[config.mk]
export PLATFORM = sky130hd
export DESIGN_NAME = cfg_rom_i2c_slave
export DESIGN_NICKNAME = d
export VERILOG_FILES = /design/src/rtl/cfg_rom_i2c_slave.sv
export SDC_FILE = /design/constraint.sdc
export NUM_CORES = 2
export LEC_CHECK = 0
export BUFFER_PORTS_ARGS = -buffer_cell sky130_fd_sc_hd__buf_2
export CAP_MARGIN = 20
export CORE_MARGIN = 1.5
export CORE_UTILIZATION = 58
export CTS_CLUSTER_SIZE = 14
export DETAILED_ROUTE_END_ITERATION = 7
export HOLD_SLACK_MARGIN = 0.08
export PLACE_DENSITY_LB_ADDON = 0.08
export SLEW_MARGIN = 10
export SYNTH_ARGS = -nofsm -noshare
export SYNTH_HDL_FRONTEND = slang
export SYNTH_SLANG_ARGS = --single-unit
export TNS_END_PERCENT = 5
[constraint.sdc]
create_clock -name clk -period 2.86 [get_ports clk]
set_clock_uncertainty 0.05 [all_clocks]
set_input_delay 0.286 -clock clk [delete_from_list [all_inputs] [get_ports clk]]
set_output_delay 0.286 -clock clk [all_outputs]
set_load 0.02 [all_outputs]
[src/rtl/cfg_rom_i2c_slave.sv]
module cfg_rom_i2c_slave #(
  parameter int         DEPTH     = 256,
  parameter int         SUM_IDX   = 63,
  parameter int         REV_IDX   = 62,
  parameter logic [3:0] DEV_TYPE  = 4'b1010,
  parameter logic [7:0] USED_CNT  = 8'h80,
  parameter logic [7:0] SIZE_LOG  = 8'h08,
  parameter logic [7:0] MEM_KIND  = 8'h04,
  parameter logic [7:0] ROW_BITS  = 8'h0C,
  parameter logic [7:0] COL_BITS  = 8'h0A,
  parameter logic [7:0] REV_CODE  = 8'h12,
  parameter logic [7:0] LOW_FILL  = 8'h00,
  parameter logic [7:0] USER_INIT = 8'hFF
) (
  input  logic       clk,
  input  logic       rst_n,
  input  logic       scl_i,
  input  logic       sda_i,
  output logic       sda_o,
  output logic       sda_oe,
  input  logic [2:0] strap,
  input  logic       wp
);
  localparam int AW   = $clog2(DEPTH);
  localparam int HALF = DEPTH / 2;

  typedef enum logic [2:0] {S_IDLE, S_DEV, S_WADDR, S_WDATA, S_ACK, S_RDATA, S_RACK} st_t;

  st_t          state, nxt;
  logic [1:0]   scl_m, sda_m;
  logic         scl_s, scl_q, sda_s, sda_q;
  logic [3:0]   cnt;
  logic [7:0]   sr, tx, csum, rd_byte;
  logic [AW-1:0] ptr;
  logic         mack;
  logic [7:0]   umem [HALF];
  logic [8*HALF-1:0] uflat;

  function automatic logic [7:0] fixed_byte(input int idx);
    case (idx)
      0:       return USED_CNT;
      1:       return SIZE_LOG;
      2:       return MEM_KIND;
      3:       return ROW_BITS;
      4:       return COL_BITS;
      REV_IDX: return REV_CODE;
      default: return LOW_FILL;
    endcase
  endfunction

  always_comb begin
    csum = '0;
    for (int i = 0; i < SUM_IDX; i++) csum = csum + fixed_byte(i);
  end

  always_comb begin
    if (ptr[AW-1])                 rd_byte = umem[ptr[AW-2:0]];
    else if (int'(ptr) == SUM_IDX) rd_byte = csum;
    else                           rd_byte = fixed_byte(int'(ptr));
  end

  always_comb
    for (int i = 0; i < HALF; i++) uflat[i*8 +: 8] = umem[i];

  wire rise    = scl_s & ~scl_q;
  wire fall    = ~scl_s & scl_q;
  wire start   = scl_s & scl_q & sda_q & ~sda_s;
  wire stop    = scl_s & scl_q & ~sda_q & sda_s;
  wire byte_in = fall && cnt == 4'd8;
  wire dev_hit = sr[7:1] == {DEV_TYPE, strap};
  wire wr_en   = state == S_WDATA && byte_in && ptr[AW-1] && !wp;

  assign sda_o  = 1'b0;
  assign sda_oe = (state == S_ACK) || (state == S_RDATA && !tx[7]);

  always_ff @(posedge clk or negedge rst_n) begin
    if (!rst_n) begin
      scl_m <= '1; sda_m <= '1;
      scl_s <= 1'b1; scl_q <= 1'b1; sda_s <= 1'b1; sda_q <= 1'b1;
      state <= S_IDLE; nxt <= S_IDLE;
      cnt <= '0; sr <= '0; tx <= '1; ptr <= '0; mack <= 1'b0;
      for (int i = 0; i < HALF; i++) umem[i] <= USER_INIT;
    end else begin
      scl_m <= {scl_m[0], scl_i}; sda_m <= {sda_m[0], sda_i};
      scl_s <= scl_m[1]; sda_s <= sda_m[1];
      scl_q <= scl_s;    sda_q <= sda_s;
      if (start) begin
        state <= S_DEV; cnt <= '0;
      end else if (stop) begin
        state <= S_IDLE; cnt <= '0;
      end else if (rise) begin
        case (state)
          S_DEV, S_WADDR, S_WDATA: begin sr <= {sr[6:0], sda_s}; cnt <= cnt + 4'd1; end
          S_RDATA: cnt <= cnt + 4'd1;
          S_RACK:  mack <= !sda_s;
          default: ;
        endcase
      end else if (fall) begin
        case (state)
          S_DEV: if (byte_in) begin
            if (dev_hit) begin state <= S_ACK; nxt <= sr[0] ? S_RDATA : S_WADDR; end
            else state <= S_IDLE;
          end
          S_WADDR: if (byte_in) begin
            ptr <= sr[AW-1:0]; state <= S_ACK; nxt <= S_WDATA;
          end
          S_WDATA: if (byte_in) begin
            if (wr_en) umem[ptr[AW-2:0]] <= sr;
            ptr <= ptr + 1'b1; state <= S_ACK; nxt <= S_WDATA;
          end
          S_ACK: begin
            cnt <= '0; state <= nxt;
            if (nxt == S_RDATA) tx <= rd_byte;
          end
          S_RDATA: begin
            if (cnt == 4'd8) begin state <= S_RACK; ptr <= ptr + 1'b1; tx <= '1; end
            else tx <= {tx[6:0], 1'b1};
          end
          S_RACK: begin
            if (mack) begin tx <= rd_byte; cnt <= '0; state <= S_RDATA; end
            else state <= S_IDLE;
          end
          default: ;
        endcase
      end
    end
  end

  assert_drive_steady_R10: assert property (@(posedge clk) disable iff (!rst_n)
    (scl_s && scl_q) |=> $stable(sda_oe));
  assert_foreign_nack_R2: assert property (@(posedge clk) disable iff (!rst_n)
    (state == S_DEV && byte_in && !dev_hit) |=> (state == S_IDLE && !sda_oe));
  assert_protect_R6: assert property (@(posedge clk) disable iff (!rst_n)
    (state == S_WDATA && byte_in && (!ptr[AW-1] || wp)) |=> $stable(uflat));
  assert_start_restart_R9: assert property (@(posedge clk) disable iff (!rst_n)
    start |=> (state == S_DEV && cnt == 4'd0 && !sda_oe));
  assert_ptr_wrap_R8: assert property (@(posedge clk) disable iff (!rst_n)
    (state == S_RDATA && fall && cnt == 4'd8 && ptr == '1) |=> ptr == '0);
  assert_read_end_R8: assert property (@(posedge clk) disable iff (!rst_n)
    (state == S_RACK && fall && !mack) |=> (state == S_IDLE && !sda_oe));
endmodule

# Word level (Yosys, flattened, before mapping)
# Index checks and enable logic that the tools add are counted.
[word_totals] ff_bits=1067
[classes] n_reduce_logical=29 eq_ne=29 mux=39 bitwise=15 order_cmp=2 n_addsub=2
[op_table] op="bitwise mux 1024 bit" count=1
[op_table] op="two-way mux 8 bit" count=11
[op_table] op="binary-select mux 8 bit (select 7 bit)" count=1
[op_table] op="demux 8 bit (select 7 bit)" count=1
[op_table] op="case mux 8 bit (3 select lines)" count=2
[op_table] op="case mux 8 bit (6 select lines)" count=1
[op_table] op="two-way mux 3 bit" count=13
[op_table] op="two-way mux 4 bit" count=6
[op_table] op="equality test 8 x 2 -> 1 bit, second input constant" count=2
[op_table] op="AND reduction 8 bit" count=2
[op_table] op="case mux 3 bit (5 select lines)" count=1
[op_table] op="AND reduction 7 bit" count=2
[op_table] op="equality test 3 bit, second input constant" count=4
[op_table] op="inequality test 2 bit, second input constant" count=6
[op_table] op="AND reduction 4 bit" count=3
[op_table] op="nonzero test 3 bit" count=3
[op_table] op="adder 8 x 1 -> 8 bit, second input constant" count=1
[op_table] op="equality test 8 x 1 -> 1 bit, second input constant" count=1
[op_table] op="equality test 8 x 3 -> 1 bit, second input constant" count=1
[op_table] op="equality test 8 x 6 -> 1 bit, second input constant" count=1
[op_table] op="equality test 8 x 7 -> 1 bit, second input constant" count=1
[op_table] op="greater-or-equal comparator 8 bit, second input constant" count=1
[op_table] op="zero test 8 bit" count=1
[op_table] op="less-than comparator 8 x 1 -> 1 bit, second input constant" count=1
[op_table] op="other kinds (27)" count=49

# Longest topological paths before layout
[logic_depth] ltp_word=9 mapped_depth=12 depth_no_buf=9

# Least setup slack after synthesis
# OpenSTA, ideal clock, no wires.
[synth_timing] kind="register to register" start="register ptr[0]" end="register tx[0]" slack_ps=136 stages_incl_launch_ff=10 t_arrival_ps=2579 setup_ps=95 synth_period_minus_slack_ps=2724 path_cell_list="dfrtp_1 -> clkbuf_1 -> buf_2 -> buf_2 -> buf_2 -> mux4_2 -> nand3_1 -> nand3_1 -> a2111oi_0 -> a31oi_1"
[synth_between] elab_chain_len=7
[synth_rtl] element="from (decl)" line="34" source="logic [AW-1:0] ptr;"
[synth_rtl] element="NOT 7 -> 8 bit (not written as such)" line="57" source="if (ptr[AW-1]) rd_byte = umem[ptr[AW-2:0]];"
[synth_rtl] element="binary-select mux 8 bit (select 7 bit)" line="57"
[synth_rtl] element="two-way mux 8 bit (not written as such) (2 in series)" line="57"
[synth_rtl] element="two-way mux 8 bit *" line="57"
[synth_rtl] element="two-way mux 8 bit, on equally long branches" line="120, 113"
[synth_rtl] element="case mux 8 bit (3 select lines) *" line="99" source="case (state)"
[synth_rtl] element="to (signal assigned)" line="113" source="if (nxt == S_RDATA) tx <= rd_byte;"
[synth_rtl] element="to (signal assigned)" line="117" source="else tx <= {tx[6:0], 1'b1};"
[synth_rtl] element="to (decl)" line="33" source="logic [7:0] sr, tx, csum, rd_byte;"
# Every way passes the cells marked *; elsewhere a longest branch is shown, timed or not. The select of a mux whose other input is x is not followed.
# A chain may end at the register's enable or synchronous reset.

# Worst setup path in the final report
[layout_timing] start="register ptr[2]" end="register tx[3]"
# The elaborated chain is that of the path after synthesis.

==> flow_summary.toml <==
[yosys]
async_flop_share_pct = 100.0
count_of_flip_flops_with_a_built_in_enable_after_synthesis = 0
synth_top_cells_by_area = "dfstp_2 (54%), mux2_2 (19%), mux2i_1 (5.4%)"
synth_ff_type = "dfstp_2"
post_synth_num_cell_types = 72
top_post_synthesis_cells_by_count = "dfstp_2 (1040), mux2_2 (872), mux2i_1 (272), clkbuf_1 (187), mux2_1 (160)"
yosys.area.top_type_share_pct = 54.19
netlist.top_cell.by_area = "dfstp_2"
synth.ff_latch_count = 1067
mappedNetlistArea_mm2 = 0.05043
ys_seq_area_share_pct = 55.53
avgSynthCellArea_um2 = 14.41
synth_cells = 3500
synth_fp_nets = 3517
synth.yosys.warnings = 0
leading_cell_type_by_number_of_instances_after_synthesis = "dfstp_2"

[clocking]
cts_htree_levels = 3
cts.sink_count = 1067
cts_made_buffers = 110
cts_max_path_buffers = 3
worstSkewPairLatency_ps = 700
path_clk_slew_ps = 60
cts-root-buf = "clkbuf_16"
tritoncts = "built"

[floorplanning]
die_w_um = 297.9
dieArea_mm2 = 0.08873
row_count = 107
fp.coreArea_mm2 = 0.08568
ios = 10
initial_utilization_pct = 58.86
die_h_um = 297.9

[global_route]
first_global_vias = 34080
grt_max_degree = 132
grt_first_pass_wirelength_um = 214100
grtUsageTotal_pct = 31.64
grt_antenna_before_repair = 5
grt.overflow.total = 0

[critical_path]
cp.arrival_ps = 3400
crit_path_start_kind = "register"
cp_data_required_time_ps = 3410
timing.critical_path.to_type = "register"
critPathKind = "register to register"
reg2reg_slack_ps = 9
worst-path-max-fanout = 21

[pwr]
power.clock.fraction_pct = 44.6
net-switching-power_mw = 8.698
seqPwrFrac_pct = 46.4
power_leakage_nw = 23.65
peakVddDrop_uv = 2164
internal-power_mw = 24.49
share_comb_of_total_power_pct = 9.0
power.density_cell_area_mw_per_mm2 = 561.6
power.switching_fraction_pct = 26.21

[finish]
post_route_cell_area_mm2 = 0.05909
nets_finish = 3812
final_cell_count_no_fill = 5031
final_layout_size_suffix_gt1_share_pct = 70.80
layout-area-overhead-vs-synth_pct = 17.17
fin_util_pct = 68.97
filler_cell_count = 5893
antenna-diode-count = 0

[drt]
drtIter0Drc = 2239
drc_errors = 0
routed_wirelength_um = 139300
detail_route.vias_per_cell = 6.329
num_vias = 31840
route.detailed.wl_per_inst_um = 27.69
dr.pass1.iters = 6
antenna_left = 0

[sta]
finalSetupViolCount = 0
max_freq_ghz = 0.3508
holdWs_ps = 155.6
max-slew-margin-rel_pct = 26.25
layout_min_cycle_time_ps = 2851
setup_slack_ps = 9.489
finalMaxSlewViolations = 0
unrepaired_setup_endpoints_after_global_routing = "true"
hold_violation_count_in_the_final_report = 0
timing_worst_slew_pin_value_ps = 1106
layout_worst_path_cycle_share_pct = 99.67

[flow_run]
max_cap_violations = 0

[placed_design]
post_dp_cell_area_mm2 = 0.05493
port_buffers = 8
dp_cells = 4820
detailedPlacementHpwl_um = 93230
dp_worst_setup_slack_ps = -114.6
routabilityCongestion = 0.9108

[outcome]
status = "finished clean"

[worst_hold_path]
worstHoldPathType = "input port to asynchronous set/reset pin"
-- routing by layer --
metal | track usage [%] | vias to the layer above | routed length [um]
met2 | 51.39 | 878 | 67190
met3 | 5.127 | 270 | 7303
met1 | 43.89 | 17100 | 60520
li1 | - | 13590 | -
met5 | 0 | - | 42
met4 | 9.693 | 6 | 4227
-- final timing paths --
kind	end	start	cells past startpoint
worst max register to register	tx[3]$_DFFE_PN1P_	ptr[2]$_DFFE_PN0P_	10
worst min register to register	sda_m[1]$_DFF_PN1_	sda_m[0]$_DFF_PN1_	0
worst max-delay path	tx[3]$_DFFE_PN1P_	ptr[2]$_DFFE_PN0P_	10
min in group clk	scl_m[0]$_DFF_PN1_	scl_i	2
worst min-delay path	ptr[3]$_DFFE_PN0P_	rst_n	2
max in group asynchronous	uflat[453]$_DFFE_PN1P_	rst_n	3
-- registers in the layout, indices dropped and copies added (netlist names) --
signal and flops:
ptr 8, tx 8, scl_q 1, state 3, scl_s 1, sda_s 1, nxt 3, uflat 1024
sda_q 1, sda_m 2, scl_m 2, cnt 4, sr 8, mack 1
-- critical path, cell delays in order, from the launching register on --
cell      delay (ps)
dfrtp_4          550
buf_16           250
buf_12           230
buf_12           200
mux4_2           310
a22oi_1          300
nand4_1          230
o211ai_1         150
buf_4            170
nor3b_1          190
o21ai_0          120
-- power groups by stage --
stage	Clock, mW	Sequential (mW)	Combinational (mW)
finish	14.8	15.4	2.98
global route	15.6	15.4	3.19
CTS	15.0	15.4	2.99
detailed placement	0	15.6	2.98
global placement	0	15.6	2.86
floorplan	0	15.5	1.52
-- placed cells by master, fill, tap and decap left out, drive strengths merged, types with 56 or more instances in the layout --
cell    netlist  layout
dfstp      1040    1040
o22ai        91      91
a22oi        61      61
mux2i       272     272
nand2       142     142
clkbuf      187     173
nor2         80      80
o21ai        56      56
buf          75     440
mux2       1032    1032
mux4        112     112
-- kinds of logic after synthesis --
| group | Yosys count | synth area share (%) |
|---|---|---|
| AO/OA/AOI/OAI | 347 | 4.620 |
| XOR/XNOR | 4 | 0.06948 |
| adder cells (fa/ha/maj) | 9 | 0.2233 |
| buffers and inverters | 278 | 2.228 |
| flip-flops | 1067 | 55.53 |
| multiplexers | 1416 | 33.44 |
| other | 1 | 0.007436 |
| AND/OR/NAND/NOR | 378 | 3.883 |
-- timing repair --
action	CTS	global route
hold endpoints to repair	76	0
hold buffers	3	0
setup buffers	0	2
setup endpoints to repair	104	368
gates cloned	0	2
resized for setup	8	64
pin swaps	2	2
-- stage by stage --
stage	total power [mW]	TNS, ps
6_report	33.19	0
5_1_grt	34.23	-1433
4_1_cts	33.43	-47.50
3_5_place_dp	18.59	-1333
3_3_place_gp	18.46	-177.6
2_1_floorplan	17.01	0
-- cell type report --
type | count | area [um2] | area share, %
clock inverters | 33 | 407.9 | 0.6903
multi-input cells | 2155 | 21560 | 36.48
flip-flops and latches | 1067 | 28040 | 47.45
clock buffers | 171 | 3366 | 5.696
well taps | 1144 | 1431 | 2.422
repair buffers | 445 | 4229 | 7.157
inverters | 16 | 60.06 | 0.1016
Power figures use the tool's default switching activity.
